File: src/rtl/sclk_pkg.sv
package sclk_pkg;

  localparam int REG_W    = 8;
  localparam int USED_W   = 5;
  localparam int CNT_W    = 8;   // power-saving divide is 2**CNT_W
  localparam int SEL_W    = 2;

  // bit order matters: software sees these positions
  typedef struct packed {
    logic             stop;    // bit 4
    logic             sb_en;   // bit 3
    logic             pm_en;   // bit 2
    logic [SEL_W-1:0] div_sel; // bits 1:0
  } ctl_t;

  // active divide minus one, as loaded into the pulse counter
  function automatic logic [CNT_W-1:0] period_m1(input ctl_t c);
    logic [CNT_W-1:0] one;
    one = CNT_W'(1);
    if (c.pm_en) period_m1 = '1;
    else         period_m1 = (one << c.div_sel) - one;
  endfunction

endpackage

File: src/rtl/sclk_src_or.sv
module sclk_src_or #(
  parameter int NSRC = 4
) (
  input  logic [NSRC-1:0] src,
  output logic            any_src
);
  logic [NSRC:0] chain;
  assign chain[0] = 1'b0;
  for (genvar i = 0; i < NSRC; i++) begin : g_or
    assign chain[i+1] = chain[i] | src[i];
  end
  assign any_src = chain[NSRC];
endmodule

File: src/rtl/sclk_ctl_reg.sv
module sclk_ctl_reg
  import sclk_pkg::*;
(
  input  logic               clk,
  input  logic               rst_n,
  input  logic               wr_en,
  input  logic [USED_W-1:0]  wr_bits,
  input  logic               any_src,
  input  logic               wake_clr,
  output ctl_t               ctl_q,
  output logic               sb_clear_ev,
  output logic               pm_blocked
);
  ctl_t wr_view;
  ctl_t nxt;

  assign wr_view     = ctl_t'(wr_bits);
  assign sb_clear_ev = ctl_q.sb_en & ctl_q.pm_en & any_src;
  assign pm_blocked  = wr_en & wr_view.pm_en & wr_view.sb_en & any_src;

  always_comb begin
    nxt = ctl_q;
    if (wr_en) begin
      nxt.sb_en = wr_view.sb_en;
      nxt.pm_en = wr_view.pm_en;
      nxt.stop  = wr_view.stop;
      if (!ctl_q.pm_en) nxt.div_sel = wr_view.div_sel;
    end
    // switchback: clears the mode and also refuses to set it
    if (nxt.sb_en && any_src) nxt.pm_en = 1'b0;
    if (wake_clr) nxt.stop = 1'b0;
  end

  always_ff @(posedge clk) begin
    if (!rst_n) ctl_q <= '0;
    else        ctl_q <= nxt;
  end
endmodule

File: src/rtl/sclk_en_gen.sv
module sclk_en_gen
  import sclk_pkg::*;
(
  input  logic             clk,
  input  logic             rst_n,
  input  logic [CNT_W-1:0] req_m1,
  output logic             clk_en,
  output logic [CNT_W-1:0] cur_m1
);
  logic [CNT_W-1:0] cnt_q;

  assign clk_en = (cnt_q == cur_m1);

  always_ff @(posedge clk) begin
    if (!rst_n) begin
      cnt_q  <= '0;
      cur_m1 <= '0;
    end else if (clk_en) begin
      cnt_q  <= '0;
      cur_m1 <= req_m1;   // new divide only at a boundary
    end else begin
      cnt_q  <= cnt_q + CNT_W'(1);
    end
  end
endmodule

File: src/rtl/sysclk_div_ctrl.sv
module sysclk_div_ctrl
  import sclk_pkg::*;
#(
  parameter int NSRC = 4
) (
  input  logic             clk,
  input  logic             rst_n,
  input  logic             wr_en,
  input  logic [REG_W-1:0] wr_data,
  output logic [REG_W-1:0] rd_data,
  input  logic [NSRC-1:0]  wake_src,
  input  logic             wake_clr,
  output logic             clk_en,
  output logic             stop_req
);
  ctl_t             ctl_q;
  logic             any_src;
  logic             sb_clear_ev;
  logic             pm_blocked;
  logic [CNT_W-1:0] req_m1;
  logic [CNT_W-1:0] cur_m1;
  logic             unused_resv;

  assign unused_resv = ^wr_data[REG_W-1:USED_W];

  sclk_src_or #(.NSRC(NSRC)) src_or_i (
    .src     (wake_src),
    .any_src (any_src)
  );

  sclk_ctl_reg ctl_reg_i (
    .clk         (clk),
    .rst_n       (rst_n),
    .wr_en       (wr_en),
    .wr_bits     (wr_data[USED_W-1:0]),
    .any_src     (any_src),
    .wake_clr    (wake_clr),
    .ctl_q       (ctl_q),
    .sb_clear_ev (sb_clear_ev),
    .pm_blocked  (pm_blocked)
  );

  assign req_m1 = period_m1(ctl_q);

  sclk_en_gen en_gen_i (
    .clk    (clk),
    .rst_n  (rst_n),
    .req_m1 (req_m1),
    .clk_en (clk_en),
    .cur_m1 (cur_m1)
  );

  assign rd_data  = {{(REG_W-USED_W){1'b0}}, ctl_q};
  assign stop_req = ctl_q.stop;
endmodule

File: config.mk
export PLATFORM = sky130hd
export DESIGN_NAME = sysclk_div_ctrl
export DESIGN_NICKNAME = d
export VERILOG_FILES = /design/src/rtl/sclk_pkg.sv /design/src/rtl/sclk_src_or.sv /design/src/rtl/sclk_ctl_reg.sv /design/src/rtl/sclk_en_gen.sv /design/src/rtl/sysclk_div_ctrl.sv
export SDC_FILE = /design/constraint.sdc
export NUM_CORES = 1
export LEC_CHECK = 0
export CORE_MARGIN = 2
export CORE_UTILIZATION = 47
export CTS_CLUSTER_SIZE = 30
export DETAILED_ROUTE_END_ITERATION = 7
export GPL_TIMING_DRIVEN = 1
export PLACE_DENSITY = 0.73
export SLEW_MARGIN = 10
export SYNTH_ARGS = -nofsm -noshare
export SYNTH_HDL_FRONTEND = slang
export SYNTH_HIERARCHICAL = 1
export SYNTH_SLANG_ARGS = --single-unit
File: constraint.sdc
create_clock -name clk -period 1.9 [get_ports clk]
set_clock_uncertainty 0.05 [all_clocks]
set_input_delay 0.38 -clock clk [delete_from_list [all_inputs] [get_ports clk]]
set_output_delay 0.38 -clock clk [all_outputs]
set_load 0.05 [all_outputs]
# Word-level counts from Yosys, hierarchy flattened
# Cells that the tools add are included.
dict set report op_classes {
  n_bitwise 5
  addsub 2
  eq_ne 1
  n_shift 1
  reduce_logical 5
  n_mux 3
}
# op count
set op_table {}
lappend op_table {{8-bit by 1-bit adder with 8-bit output (second input constant)} 1}
lappend op_table {{8-bit == test} 1}
lappend op_table {{8-bit two-way mux} 1}
lappend op_table {{1-bit by 2-bit << shifter with 8-bit output (first input constant)} 1}
lappend op_table {{8-bit by 1-bit subtractor with 8-bit output (second input constant)} 1}
lappend op_table {{2-bit OR reduction} 3}
lappend op_table {{4-bit two-way mux} 1}
lappend op_table {{1-bit bitwise OR} 3}
lappend op_table {{2-bit two-way mux} 1}
lappend op_table {{1-bit inverter} 2}
lappend op_table {{2-bit AND reduction} 1}
lappend op_table {{1-bit logical AND} 1}
dict set report totals {
  out_inout_bits 10
  register_bits 21
  in_bits 16
}

# Depth between registers and ports, before layout
# Gate-level depths: netlist (run 1).
dict set report depth {
  depth_word 5
  ltp_mapped 6
}

# Cells and area by module
# Netlist (run 1), hierarchy kept.
# module cells_each instances area_each_um2
set modules_own_cells {}
lappend modules_own_cells {sclk_en_gen 76 1 738.2}
lappend modules_own_cells {sclk_ctl_reg 19 1 211.5}
lappend modules_own_cells {sysclk_div_ctrl 15 1 97.6}
lappend modules_own_cells {sclk_src_or 1 1 7.5}

# Least setup slack after synthesis (run 1)
# No wires, ideal clock.
dict set report synth_timing {
  path_type {flip-flop to output port}
  startpoint {register en_gen_i.cnt_q[2]}
  endpoint {output clk_en}
  path_buffers 1
  slack_ns 0.359
  stages_incl_launch_ff 5
  arrival_time_ns 1.111
  cell_sequence {dfxtp_1 > xnor2_1 > nand4_1 > nor2_4 > buf_8}
}
dict set report synth_via {
  elab_chain_cells 1
}
# element line
set synth_rtl {}
lappend synth_rtl {{start: declaration} sclk_en_gen.sv:10} ;# logic [CNT_W-1:0] cnt_q;
lappend synth_rtl {{start signal: assignment} sclk_en_gen.sv:22} ;# cnt_q <= cnt_q + CNT_W'(1);
lappend synth_rtl {{8-bit == test} sclk_en_gen.sv:12} ;# assign clk_en = (cnt_q == cur_m1);
lappend synth_rtl {{end: declaration} sysclk_div_ctrl.sv:13} ;# output logic clk_en,
# No other way between the ends.

# Worst setup path after layout (run 1)
dict set report layout_timing {
  startpoint {register en_gen_i.cnt_q[3]}
  endpoint {output clk_en}
}
# Same word-level chain as after synthesis.

==> reports/summary.txt, run 1 <==
Cts repair resizes: 0
Initial antenna violation count: 0
Largest net degree at the start of global routing: 20
Clock Pin Slew Worst Setup and Hold Paths: 0.11 ns
Worst min path class: register to register
Path type of the worst setup path: register to primary output
Final setup TNS: 0 ns
Site Rows: 17
Detailed-routing iteration count for the pre-antenna-repair pass: 2
Routed vias/inst: 4.87
Outcome: completed
Maximum root-to-sink buffer count: 2
DR WL/cell: 11.3 um
Period utilization: 0.932
Start point of the critical path: en_gen_i/cnt_q[3]$_SDFF_PP0_
Via count of the first global-routing pass: 747
Total GRT Usage: 0.154
Synthesis-to-layout area growth: 21.5%
Reg-to-reg startpoint: en_gen_i/cnt_q[3]$_SDFF_PP0_
Power density over the cells: 1400 mW/mm2
Fin nets: 148
Number of clock sinks: 21
Maximum capacitance violations: 0
Critical Path Fanout Max: 4
Setup repair after global routing missed its margin: false
Peak VDD IR: 0.00125 V
Crit path required time: 1.47 ns
Most frequent standard cell in the layout excluding fill and tap cells: dfxtp_1
Largest incremental delay on the critical path: 0.44 ns
Congestion Overflow GR: 0
Diode insertion count for antenna repair: 0
1st-iter DRT viols: 1
Post-layout power: 1.77 mW
Number of warnings reported in the yosys synthesis log: 6
Commonest cells after routing, fill and taps aside: dfxtp_1 (21), nand2_1 (20), xnor2_1 (12), clkdlybuf4s50_1 (12), mux2i_1 (11)
Achievable clock frequency: 0.565 GHz
Drt total wl: 1.77 mm
Fraction of the core area covered by cells at the end of the flow: 0.588
Die Area: 0.00260 mm2
Fraction of layout instances using a drive strength above 1: 0.163
CP max-delay cell: dfxtp_1
Mapped Avg Cell Area: 9.54 um2
Fin. Hold Viols: 0
Arrival @ worst endpoint: 1.34 ns
Crit. End Element: primary output
Static power due to leakage: 0.496 nW
RD Place Congestion: 0.743
Clock Tree Root: clkbuf_4
Ordered cell list for the critical path: xnor2_1, nand4_1, nor2_4, buf_12
Launch point of the worst hold path: en_gen_i/cur_m1[4]$_SDFFE_PN0N_
First-pass GRT wire length: 3.04 mm
Clock latency on the worst-skew pair: 0.30 ns
Fin crit period: 1.77 ns
Final cell count without fillers: 157
Total standard cell area after synthesis: 0.00104 mm2
Dpl hpwl: 1.34 mm
Horiz. Die Dim: 51.0 um
Vias after detailed routing: 765
Residual DRC count: 0
Final slew viol count: 0
Boundary pin count: 26
Floorplan die height: 51.0 um
Final setup vio count: 0
Area inside the core boundary: 0.00215 mm2
TritonCTS clock tree: yes
Remaining antenna violation count: 0
Number of levels the H-tree was split into: 1
Initial core utilization: 0.484
Placed cell count: 152
Number of buffers created by CTS: 3
Input/output buffers: 19
Synthesized instance count: 109
Worst setup SP type: register
## layer usage
metal  vias up  part of all wire  global-route usage  routed length [um]
li1        393                 -                   -                   -
met1       348              0.45               0.166                 799
met2        22              0.48               0.284                 848
met3         2             0.057              0.0351                 100
met4         0             0.012              0.0676                  21
met5         -                 0                   0                   0
## registers in the layout (all words and copies together) (netlist names)
register	cells
en_gen_i/cnt_q	8
ctl_reg_i/ctl_q	5
en_gen_i/cur_m1	8
## metrics by stage
step                      hold slack (ns)  worst slack, ns  instance area (um2)
after floorplan                     0.397            0.359                 1050
after global placement              0.406            0.308                 1230
after detailed placement            0.414            0.274                 1230
after CTS                           0.430           0.0967                 1260
after global routing                0.447           0.0417                 1260
final                               0.428            0.129                 1260
## area by class of cell
cell class / instances / area, um2
Fill cell: 187 / 885
Multi-Input combinational cell: 80 / 563
Sequential cell: 21 / 420
Timing Repair Buffer: 23 / 215
Tap cell: 28 / 35.0
Clock buffer: 4 / 26.3
Inverter: 1 / 3.75
## power by group
part	switching (mW)	internal [mW]
clock	0.128	0.0818
combinational	0.515	0.474
sequential	0.0597	0.516
total	0.702	1.07
## worst max-delay path, delay by kind of cell (launching register included)
family | cells | cell delay, ns
DFF | 1 | 0.44
and+or+nand+nor | 2 | 0.32
xor gates and xnor gates | 1 | 0.14
buffers and inverters | 1 | 0.15
## final timing paths
check                                     to  slack (ns)  depth (start not counted)
max reg2reg  en_gen_i/cur_m1[7]$_SDFFE_PN0N_        0.32                          6
min          en_gen_i/cur_m1[4]$_SDFFE_PN0N_        0.43                          2
min reg2reg  en_gen_i/cur_m1[4]$_SDFFE_PN0N_        0.43                          2
max                                   clk_en        0.13                          4
## what timing repair did
action,in CTS,in global routing
setup endpoints to repair,1,0
hold buffers,0,0
setup buffers,1,0
Note: power is estimated with default switching activity, not from simulation.
==> inputs of run 2 (changes only) <==
Settings changed: CORE_MARGIN 2 to default.
==> reports/summary.txt, run 2 (same netlist as run 1, synthesis figures left out) <==
Crit path required time: 1.47 ns (about the same)
Clock network fraction of total power: 0.114 (-0.004)
Number of clock sinks: 21 (unchanged)
Peak VDD IR: 0.00129 V (+3.1%)
Critical path buffers and inverters: 1 (unchanged)
Routed vias/inst: 4.78 (-2.0%)
Start point of the critical path: en_gen_i/cnt_q[3]$_SDFF_PP0_
Most frequent standard cell in the layout excluding fill and tap cells: nand2_1
Site Rows: 16 (-1)
Critical Path Fanout Max: 5 (+1)
Remaining antenna violation count: 0 (unchanged)
Fraction of layout instances using a drive strength above 1: 0.185 (+0.0218)
Launch point of the worst hold path: en_gen_i/cur_m1[7]$_SDFFE_PN0N_
Arrival @ worst endpoint: 1.35 ns (about the same)
Detailed-routing iteration count for the pre-antenna-repair pass: 3 (+1)
Placed Instance Area: 0.00123 mm2 (-0.10%)
Vias after detailed routing: 750 (-2.0%)
Top cell family by delay on the critical path: flip-flops
Final setup vio count: 0 (unchanged)
Initial antenna violation count: 0 (unchanged)
Total GRT Usage: 0.156 (+0.00170)
Cell Int Power: 1.11 mW (+3.5%)
Congestion Overflow GR: 0 (unchanged)
DR WL/cell: 10.7 um (-5.2%)
Synthesis-to-layout area growth: 22.4%
Outcome: completed
Floorplan die height: 49.0 um (-3.9%)
Via count of the first global-routing pass: 732 (-2.0%)
TritonCTS clock tree: yes
Path type of the worst setup path: register to primary output
Achievable clock frequency: 0.561 GHz (-0.62%)
Number of buffers created by CTS: 3 (unchanged)
Horiz. Die Dim: 49.0 um (-3.9%)
Setup repair after global routing missed its margin: false
Power density over the cells: 1420 mW/mm2 (+1.5%)
Crit. End Element: primary output
Worst min path class: register to register
Diode insertion count for antenna repair: 0 (unchanged)
1st-iter DRT viols: 11 (+10)
Post-route standard cell area excluding fillers: 0.00127 mm2 (+0.69%)
Area inside the core boundary: 0.00202 mm2 (-5.9%)
Relative contribution of sequential cells to total power: 0.317 (-0.008)
Number of levels the H-tree was split into: 1 (unchanged)
Maximum root-to-sink buffer count: 2 (unchanged)
Fin. Hold Viols: 0 (unchanged)
Final worst-path setup slack: 0.118 ns (-0.0111 ns)
Clock Pin Slew Worst Setup and Hold Paths: 0.11 ns (about the same)
Clock Tree Root: clkbuf_4
CP max-delay cell: dfxtp_1
Switching power of the nets: 0.704 mW (+0.26%)
Filler Cell Count: 186 (-0.53%)
Leading registers by flop count: en_gen_i/cnt_q x8, en_gen_i/cur_m1 x8, ctl_reg_i/ctl_q x5
Fin nets: 149 (+0.68%)
Maximum capacitance violations: 0 (unchanged)
Ordered cell list for the critical path: xnor2_1, nand4_1, nor2_4, buf_12
Fin crit period: 1.78 ns (+0.0111 ns)
First-pass GRT wire length: 2.99 mm (-1.8%)
Die Area: 0.00240 mm2 (-7.7%)
Boundary pin count: 26 (unchanged)
Final slew viol count: 0 (unchanged)
Period utilization: 0.938 (+0.00583)
Dpl hpwl: 1.31 mm (-2.3%)
Residual DRC count: 0 (unchanged)
RD Place Congestion: 0.706 (-5.0%)
Post-place setup slack: 0.279 ns (+0.00472 ns)
Static power due to leakage: 0.502 nW (+1.2%)
Initial core utilization: 0.514 (+0.0302)
Post-layout power: 1.81 mW (+2.2%)
Largest net degree at the start of global routing: 19 (-5.0%)
Reg-to-reg startpoint: en_gen_i/cnt_q[3]$_SDFF_PP0_
Hold WS: 0.426 ns (-0.00271 ns)
Share of total power consumed by net switching: 0.388 (-0.00750)
Clock latency on the worst-skew pair: 0.29 ns (about the same)
Drt total wl: 1.68 mm (-5.2%)
Largest incremental delay on the critical path: 0.42 ns (-0.02 ns)
Input/output buffers: 19 (unchanged)
Comb pwr share: 0.569 (+0.012)
Final setup TNS: 0 ns (unchanged)
Commonest cells after routing, fill and taps aside: nand2_1 (20), dfxtp_1 (19), xnor2_1 (12), clkdlybuf4s50_1 (12)
Worst setup SP type: register
==> run 2: layout make-up <==
class | count | area (um2) | area share
clock buffer | 4 | 26.3 | 0.0206
inverter | 1 | 3.75 | 0.00295
multi-input combinational | 80 | 563 | 0.442
sequential | 21 | 423 | 0.332
tap | 27 | 33.8 | 0.0265
timing repair buffer | 24 | 223 | 0.175
==> run 2: tightest hold or removal path: stages, from the launching register on <==
cell     delay (ns)
dfxtp_1        0.33
nand2_1        0.05
mux2i_1        0.05
==> run 2: final timing paths <==
check / to / cells past startpoint / slack (ns)
max reg2reg: en_gen_i/cur_m1[4]$_SDFFE_PN0N_ / 5 / 0.44
min: en_gen_i/cur_m1[7]$_SDFFE_PN0N_ / 2 / 0.43
max: clk_en / 4 / 0.12
min reg2reg: en_gen_i/cur_m1[7]$_SDFFE_PN0N_ / 2 / 0.43
==> run 2: what timing repair did <==
item | in CTS | in global routing
hold buffers | 0 | 0
gates resized for setup | 0 | 2
setup endpoints to repair | 0 | 1
buffers inserted | 0 | 2
==> run 2: power groups by stage <==
stage                     combinational, mW  clock (mW)  sequential [mW]
after floorplan                       0.720           0            0.595
after global placement                0.931           0            0.586
after detailed placement              0.942           0            0.586
after CTS                             0.938       0.219            0.576
after global routing                   1.09       0.242            0.589
final                                  1.03       0.206            0.575
==> run 2: per-layer routing <==
| layer | track usage | part of all wire | vias to the layer above | wire, um |
|---|---|---|---|---|
| li1 | - | - | 394 | - |
| met1 | 0.202 | 0.47 | 334 | 793 |
| met2 | 0.271 | 0.49 | 22 | 825 |
| met3 | 0.0187 | 0.035 | 0 | 58 |
| met4 | 0.0441 | 0 | 0 | 0 |
| met5 | 0 | 0 | - | 0 |
==> run 2: metrics by stage <==
| step | instances | util |
|---|---|---|
| 2_1_floorplan | 111 | - |
| 3_3_place_gp | 151 | 0.608 |
| 3_5_place_dp | 151 | 0.608 |
| 4_1_cts | 155 | 0.621 |
| 5_1_grt | 157 | 0.629 |
| 6_report | 157 | 0.629 |
